[config.mk]
export PLATFORM = sky130hd
export DESIGN_NAME = ibr_bridge
export DESIGN_NICKNAME = d
export VERILOG_FILES = /design/src/rtl/ibr_pkg.sv /design/src/rtl/ibr_regfile.sv /design/src/rtl/ibr_seq.sv /design/src/rtl/ibr_bridge.sv
export SDC_FILE = /design/constraint.sdc
export NUM_CORES = 1
export LEC_CHECK = 0
export BUFFER_PORTS_ARGS = -buffer_cell sky130_fd_sc_hd__buf_2
export CORE_ASPECT_RATIO = 1.5
export CORE_MARGIN = 10
export CORE_UTILIZATION = 53
export CTS_CLUSTER_DIAMETER = 120
export DETAILED_ROUTE_END_ITERATION = 10
export PLACE_DENSITY = 0.94
export RECOVER_POWER = 50
export SETUP_SLACK_MARGIN = 0.3
export SYNTH_ARGS = -nofsm -noshare
export SYNTH_HDL_FRONTEND = slang
export SYNTH_SLANG_ARGS = --single-unit
[constraint.sdc]
create_clock -name clk -period 3.9 [get_ports clk]
set_input_delay 0.78 -clock clk [delete_from_list [all_inputs] [get_ports clk]]
set_output_delay 0.78 -clock clk [all_outputs]
set_load 0.03 [all_outputs]
[src/rtl/ibr_pkg.sv]
package ibr_pkg;
  // Command word field positions (host-visible layout)
  localparam int CMD_W     = 64;
  localparam int VALID_BIT = 63;
  localparam int RD_BIT    = 56;
  localparam int OP_LSB    = 57;
  localparam int OP_W      = 4;
  localparam int IDX_LSB   = 32;
  localparam int DATA_W    = 32;

  typedef enum logic [1:0] {
    ST_IDLE = 2'd0,
    ST_EXEC = 2'd1,
    ST_DONE = 2'd2
  } seq_state_t;
endpackage

[src/rtl/ibr_regfile.sv]
module ibr_regfile #(
  parameter int REG_W      = 8,
  parameter int IDX_W      = 3,
  parameter int NUM_STORED = 5,
  parameter int STAT_IDX   = 3
) (
  input  logic                                clk,
  input  logic                                rst,
  input  logic                                wr_en,
  input  logic                                clr,
  input  logic [IDX_W-1:0]                    idx,
  input  logic [REG_W-1:0]                    wr_data,
  input  logic [REG_W-1:0]                    stat_i,
  output logic [REG_W-1:0]                    rd_data,
  output logic [NUM_STORED-1:0][REG_W-1:0]    regs_o
);
  localparam logic [IDX_W-1:0] STAT_SEL = IDX_W'(STAT_IDX);
  localparam logic [IDX_W-1:0] STORE_LIM = IDX_W'(NUM_STORED);

  // One flop byte per stored entry so every entry can drive the engine
  for (genvar gi = 0; gi < NUM_STORED; gi++) begin : g_entry
    always_ff @(posedge clk) begin
      if (rst || clr) begin
        regs_o[gi] <= '0;
      end else if (wr_en && idx == IDX_W'(gi)) begin
        regs_o[gi] <= wr_data;
      end
    end
  end

  // Read mux: status replaces the divider on reads, unmapped reads give zero
  always_comb begin
    rd_data = '0;
    if (idx == STAT_SEL) begin
      rd_data = stat_i;
    end else begin
      for (int k = 0; k < NUM_STORED; k++) begin
        if (idx == IDX_W'(k) && idx < STORE_LIM) rd_data = regs_o[k];
      end
    end
  end
endmodule

[src/rtl/ibr_seq.sv]
module ibr_seq
  import ibr_pkg::*;
#(
  parameter int REG_W      = 8,
  parameter int IDX_W      = 3,
  parameter int OP_REG     = 6,
  parameter int NUM_STORED = 5,
  parameter int RST_IDX    = 7
) (
  input  logic              clk,
  input  logic              rst,
  input  logic              host_wr,
  input  logic [CMD_W-1:0]  host_wdata,
  input  logic [REG_W-1:0]  rd_data,
  output logic [CMD_W-1:0]  cmd_o,
  output logic              wr_en,
  output logic              clr,
  output logic [IDX_W-1:0]  acc_idx,
  output logic [REG_W-1:0]  wr_data,
  output logic              eng_rst_o
);
  localparam logic [OP_W-1:0]  OP_SEL    = OP_W'(OP_REG);
  localparam logic [IDX_W-1:0] RST_SEL   = IDX_W'(RST_IDX);
  localparam logic [IDX_W-1:0] STORE_LIM = IDX_W'(NUM_STORED);

  seq_state_t       state;
  logic [REG_W-1:0] rd_q;
  logic             launch;
  logic             is_reg_op;
  logic             is_read;

  assign launch    = host_wr && host_wdata[VALID_BIT] && !cmd_o[VALID_BIT];
  assign is_reg_op = cmd_o[OP_LSB +: OP_W] == OP_SEL;
  assign is_read   = cmd_o[RD_BIT];
  assign acc_idx   = cmd_o[IDX_LSB +: IDX_W];
  assign wr_data   = cmd_o[REG_W-1:0];

  // Side effects of a register-file write happen in the execute cycle only
  assign wr_en = (state == ST_EXEC) && is_reg_op && !is_read && acc_idx < STORE_LIM;
  assign clr   = (state == ST_EXEC) && is_reg_op && !is_read && acc_idx == RST_SEL;

  always_ff @(posedge clk) begin
    if (rst) begin
      state     <= ST_IDLE;
      cmd_o     <= '0;
      rd_q      <= '0;
      eng_rst_o <= 1'b0;
    end else begin
      eng_rst_o <= 1'b0;
      case (state)
        ST_IDLE: begin
          if (launch) begin
            cmd_o <= host_wdata;
            state <= ST_EXEC;
          end
        end
        ST_EXEC: begin
          if (is_reg_op) begin
            rd_q      <= rd_data;
            eng_rst_o <= clr;
            state     <= ST_DONE;
          end else begin
            cmd_o[DATA_W-1:0]  <= '0;
            cmd_o[VALID_BIT]   <= 1'b0;
            state              <= ST_IDLE;
          end
        end
        ST_DONE: begin
          if (is_read) cmd_o[DATA_W-1:0] <= {{(DATA_W-REG_W){1'b0}}, rd_q};
          cmd_o[VALID_BIT] <= 1'b0;
          state            <= ST_IDLE;
        end
        default: state <= ST_IDLE;
      endcase
    end
  end
endmodule

[src/rtl/ibr_bridge.sv]
module ibr_bridge #(
  parameter int REG_W      = 8,
  parameter int IDX_W      = 3,
  parameter int OP_REG     = 6,
  parameter int NUM_STORED = 5,
  parameter int STAT_IDX   = 3,
  parameter int RST_IDX    = 7
) (
  input  logic             clk,
  input  logic             rst,
  input  logic             host_wr_i,
  input  logic [63:0]      host_wdata_i,
  output logic [63:0]      cmd_o,
  input  logic [REG_W-1:0] eng_stat_i,
  output logic [REG_W-1:0] cfg_slave_o,
  output logic [REG_W-1:0] cfg_data_o,
  output logic [REG_W-1:0] cfg_ctl_o,
  output logic [REG_W-1:0] cfg_clk_o,
  output logic [REG_W-1:0] cfg_slave_ext_o,
  output logic             eng_rst_o
);
  logic                             wr_en;
  logic                             clr;
  logic [IDX_W-1:0]                 acc_idx;
  logic [REG_W-1:0]                 wr_data;
  logic [REG_W-1:0]                 rd_data;
  logic [NUM_STORED-1:0][REG_W-1:0] regs;

  ibr_seq #(
    .REG_W(REG_W), .IDX_W(IDX_W), .OP_REG(OP_REG),
    .NUM_STORED(NUM_STORED), .RST_IDX(RST_IDX)
  ) u_seq (
    .clk(clk), .rst(rst), .host_wr(host_wr_i), .host_wdata(host_wdata_i),
    .rd_data(rd_data), .cmd_o(cmd_o), .wr_en(wr_en), .clr(clr),
    .acc_idx(acc_idx), .wr_data(wr_data), .eng_rst_o(eng_rst_o)
  );

  ibr_regfile #(
    .REG_W(REG_W), .IDX_W(IDX_W), .NUM_STORED(NUM_STORED), .STAT_IDX(STAT_IDX)
  ) u_regs (
    .clk(clk), .rst(rst), .wr_en(wr_en), .clr(clr), .idx(acc_idx),
    .wr_data(wr_data), .stat_i(eng_stat_i), .rd_data(rd_data), .regs_o(regs)
  );

  assign cfg_slave_o     = regs[0];
  assign cfg_data_o      = regs[1];
  assign cfg_ctl_o       = regs[2];
  assign cfg_clk_o       = regs[3];
  assign cfg_slave_ext_o = regs[4];
endmodule

# Yosys cells after proc, flatten, opt, wreduce, memory -nomap -nowiden
# Cells that the tools add are included.
[word_totals]
register_bits = 115
in_bits = 75
output_inout_bits = 105
[op_classes]
magnitude_cmp = 1
n_eq_ne = 11
mux = 15
bitwise = 2
n_reduce_logical = 27
[ops]
columns = ["op", "count"]
rows = [
  ["one-hot mux 32 bit (3 select lines)", 1],
  ["two-way mux 32 bit", 2],
  ["two-way mux 64 bit", 1],
  ["two-way mux 8 bit", 6],
  ["logical AND 1 bit", 16],
  ["equality test 3 x 2 -> 1 bit (second input constant)", 2],
  ["equality test 3 bit (second input constant)", 2],
  ["equality test 4 x 3 -> 1 bit (second input constant)", 1],
  ["two-way mux 2 bit", 2],
  ["inequality test 2 x 1 -> 1 bit (second input constant)", 2],
  ["one-hot mux 2 bit (2 select lines)", 1],
  ["AND reduction 2 bit", 2],
  ["AND reduction 4 bit", 1],
  ["equality test 3 x 1 -> 1 bit (second input constant)", 1],
  ["zero test 3 bit", 1],
  ["less-than comparator 3 bit (second input constant)", 1],
  ["one-hot mux 1 bit (3 select lines)", 1],
  ["AND reduction 3 bit", 1],
  ["nonzero test 3 bit", 1],
  ["OR reduction 3 bit", 1],
  ["equality test 2 x 1 -> 1 bit (second input constant)", 1],
  ["equality test 2 bit (second input constant)", 1],
  ["zero test 1 bit", 2],
  ["zero test 2 bit", 1],
  ["4 further kinds", 5],
]

# Longest topological paths before layout
[logic_depth]
word_depth = 8
depth_mapped = 8
ltp_nobuf = 6

# By module
# Synthesis repeated with hierarchy kept, for this count alone.
[unflattened]
hier_cells = 577
hier_area_um2 = 5036.1
[modules_own_cells]
columns = ["mod", "instances", "cells_per_inst", "area_each_um2"]
rows = [
  ["ibr_seq", 1, 350, 3116.7],
  ["ibr_regfile", 1, 227, 1919.3],
]

# Least setup slack after synthesis
# OpenSTA, ideal clock, no wires.
[synth_timing]
path_kind = "input to register"
startpoint = "input port host_wr_i"
endpoint = "register u_seq.cmd_o[6]"
setup_time_ns = 0.088
t_arrival_ns = 1.806
required_time_ns = 3.812
slack_ns = 2.006
cell_stages = 5
path_buffers = 1
path_cell_list = "and3b_1 -> nor2b_1 -> clkbuf_1 -> a22oi_1 -> a311oi_2"
[synth_between]
elab_chain_cells = 4
[synth_lines]
columns = ["item", "line_no", "source"]
rows = [
  ["start, declared", "ibr_bridge.sv:11", "input logic host_wr_i,"],
  ["logical AND 1 bit (2 in series)", "ibr_seq.sv:32", "assign launch = host_wr && host_wdata[VALID_BIT] && !cmd_o[VALID_BIT];"],
  ["inequality test 2 x 1 -> 1 bit (no line)", "-", ""],
  ["AND reduction 4 bit (no line)", "-", ""],
  ["end signal, assigned", "ibr_seq.sv:53", "cmd_o <= host_wdata;"],
  ["end signal, assigned by index", "ibr_seq.sv:69", "if (is_read) cmd_o[DATA_W-1:0] <= {{(DATA_W-REG_W){1'b0}}, rd_q};"],
  ["end, declared", "ibr_seq.sv:15", "output logic [CMD_W-1:0] cmd_o,"],
]
# Every way passes these cells.
# A chain may end at the register's enable or synchronous reset.

# Worst setup path in the final report
[layout_timing]
startpoint = "register u_seq.state[1]"
endpoint = "register u_seq.cmd_o[12]"
[layout_between]
elab_chain_cells = 3
elab_cells_between_ends = 9
cone_classes = "5 x eq/ne; 1 x mux; 3 x reduce/logical"
[layout_lines]
columns = ["item", "line_no", "source"]
rows = [
  ["start, declared", "ibr_seq.sv:26", "seq_state_t state;"],
  ["start signal, assigned", "ibr_seq.sv:44", "state <= ST_IDLE;"],
  ["start signal, assigned", "ibr_seq.sv:54", "state <= ST_EXEC;"],
  ["start signal, assigned", "ibr_seq.sv:61", "state <= ST_DONE;"],
  ["equality test 2 x 1 -> 1 bit (tied with other cells)", "ibr_seq.sv:50", "case (state)"],
  ["inequality test 2 bit (no line) (tied with other cells)", "-", ""],
  ["AND reduction 4 bit (no line)", "-", ""],
]
# Parallel ways exist; a longest one is shown, timed or not.

==> metrics <==
outcome=complete, no violations; Internal Dissipation=0.00229 W; pin count of the biggest net entering global routing=40; Pre-Repair DR Iteration Count=6; commonest non-fill, non-tap cells in the layout=dfxtp_1, clkbuf_1, nand2_1; die width=96.9 µm; kind of critical path=reg2reg; H-tree levels=4; synth warn=0; R2R cell count=6; final slew viol count=0; #FFs+latches synth=115; Comb pwr share=9.0%; clk_lat worst skew=400 ps; Hold Path Class=reg2reg; hold buffers post-CTS=0; R2R Setup Slk=1090 ps; minimum clock period=2810 ps; Syn-to-layout area delta=28.6%; Detailed Place HPWL=10900 µm; mean post-synth cell area=9.47 µm²; TritonCTS clock tree=built; Starting DRT DRC Count=326; layout cells sized above 1=19.6%; Cell Area, Placed=5570 µm²; Post CTS Setup Buffer Count=0; GRT Total Usage=21.9%; Clock Power Share=49.8%; register area share after synthesis=49.0%; area of the core=8720 µm²; final wirelength=15000 µm; via count=4503; slowest stage cell, crit path=nor3_2; syn_nets=575; period utilization=71.9%; Post-DRT Antenna Nets=0; P_leak=2.51 nW; slowest stage delay, CP=1110 ps; Site Rows=42; CP cell instances=inv_1 > ha_1 > and2b_4 > and2_0 > nor3_2 > a22o_1; Switch Pwr=0.000775 W; Reg power frac=41.2%; Worst EP required=4240 ps; FF-to-FF Start=u_seq.state[1]; CP Max Fanout=21; setup total negative slack=0 ps; Peak Freq=0.356 GHz; final clock skew=6.78 ps; switching share of total power=25.3%; DRC Markers=0; vias in the first global route=4598; Slew headroom=0.911%; post-cts resize count=0; initial antenna violation count=1; final RePlAce weighted congestion=0.907; final setup fails=0; hold endpoint=u_seq.cmd_o[45]; Nets=738; root buffer cell=clkbuf_16; reg-to-reg critical path endpoint=u_seq.cmd_o[12]; Synth Flop Type=dfxtp_1; total CTS buffers=17; Max-Cap Viols=0; Die ar.=13100 µm²; Netlist cell types=40; clk buf depth=2; clock sink count=115; final hold violation count=0; Post-synth EDFFs=0; Slew @ Worst Pin=1490 ps; Mapped Cells=496; Power Density=508 nW/µm²; mapped cell area=4700 µm²; Worst-path clk slew=50 ps; RSZ-0062 raised after global routing=no; VDD IR max=0.328 mV; commonest non-fill, non-tap cell in the layout=dfxtp_1; Initial Util=53.9%; io pins=180; Post-synth ARST share=0%; wire length per cell=19.2 µm; via/cell ratio=5.75; crit path launch type=flop; Fillers=698; Min-Delay Startpoint=u_seq.cmd_o[45]; crit path DAT=3140 ps; Die Ht=135 µm; Min-Delay Path Depth=2; Finished Cell Area=6040 µm²; GR Overflow Total=0; PortBufs=179; first-pass GRT wire length=23700 µm; kind of end point of the critical path=flop
[layer usage]
layer	part of all wire (%)	GRT usage (%)
met5	0	0
met4	3.3	9.95
met3	9.0	8.27
met2	52	38.5
met1	36	22.6
[critical path, delay by kind of cell, from the launching register on]
kind / cells / cell delay (ps)
adder cells (fa/ha/maj): 1 / 210
AO/OA/AOI/OAI: 1 / 270
buffers and inverters: 1 / 80
flip-flops: 1 / 380
AND/OR/NAND/NOR: 3 / 1800
[cells by family after synthesis]
logic type / share of synthesized area, %
compound gates: 18.1
flops: 49.0
simple gates: 18.1
buf+inv: 4.31
mux: 9.37
fa+ha+maj: 1.07
[layout make-up]
| cell class | instances | area, µm² | share of cell area, % |
|---|---|---|---|
| flip-flops and latches | 115 | 2300 | 38.1 |
| multi-input cells | 340 | 2200 | 36.4 |
| repair buffers | 183 | 797 | 13.2 |
| clock buffers | 20 | 467 | 7.72 |
| well taps | 110 | 138 | 2.28 |
| clock inverters | 12 | 130 | 2.15 |
| inverters | 2 | 7.51 | 0.124 |
| diodes | 1 | 2.50 | 0.0414 |
[Yosys cell counts, types with 2 or more instances]
master | n | share of area, %
a21o_1 | 8 | 1.3
a21oi_1 | 39 | 4.2
a21oi_2 | 2 | 0.37
a22o_1 | 21 | 3.9
a22oi_1 | 16 | 2.6
a311oi_1 | 15 | 2.8
a31oi_1 | 8 | 1.1
and2_1 | 4 | 0.53
and3b_1 | 2 | 0.37
buf_2 | 12 | 1.3
buf_6 | 4 | 0.96
clkbuf_1 | 21 | 1.7
dfxtp_1 | 115 | 49
ha_1 | 4 | 1.1
inv_1 | 2 | 0.16
mux2i_1 | 44 | 9.4
nand2_1 | 81 | 6.5
nand2b_1 | 4 | 0.53
nand3_2 | 2 | 0.43
nand3b_1 | 3 | 0.48
nor2_1 | 44 | 3.5
nor2b_1 | 4 | 0.53
nor3_1 | 2 | 0.21
o21ai_0 | 8 | 0.85
or2_2 | 8 | 1.1
or3_1 | 2 | 0.27
or4b_1 | 8 | 1.7
[through the flow]
step	instances	hold WS, ps	setup WS [ps]	util, %	total power, W
global placement	750	439	1290	63.9	0.00156
floorplan	496	476	2010	-	0.00146
finish	783	450	1090	69.3	0.00307
CTS	782	452	1270	70.7	0.00309
detailed placement	750	445	1170	63.9	0.00157
global route	783	487	844	69.3	0.00316
[how the worst max path moves through the flow]
stage / startpoint / to / slack [ps] / cells after the start
after floorplan: host_wr_i / u_seq.cmd_o[6] / 2010 / 5
after CTS: u_seq.state[1] / u_seq.cmd_o[12] / 1270 / 6
after detailed placement: rst / u_seq.cmd_o[12] / 1170 / 4
after global placement: rst / u_seq.cmd_o[24] / 1290 / 4
after global routing: u_seq.state[1] / u_seq.cmd_o[12] / 840 / 6
final: u_seq.state[1] / u_seq.cmd_o[12] / 1090 / 6
[state kept, by name (all words and copies together), names as in the netlist]
signal           flops
u_seq.eng_rst_o      1
u_seq.cmd_o         64
u_seq.state          2
u_regs.regs_o       40
u_seq.rd_q           8
[power groups by stage]
stage                     Combinational (W)  Clock, W  Sequential [W]
after CTS                          0.000286   0.00154         0.00126
after global placement             0.000275         0         0.00128
after global routing               0.000298   0.00159         0.00127
after floorplan                    0.000123         0         0.00134
after detailed placement           0.000285         0         0.00128
final                              0.000276   0.00153         0.00126
Note: power is estimated with default switching activity, not from simulation.
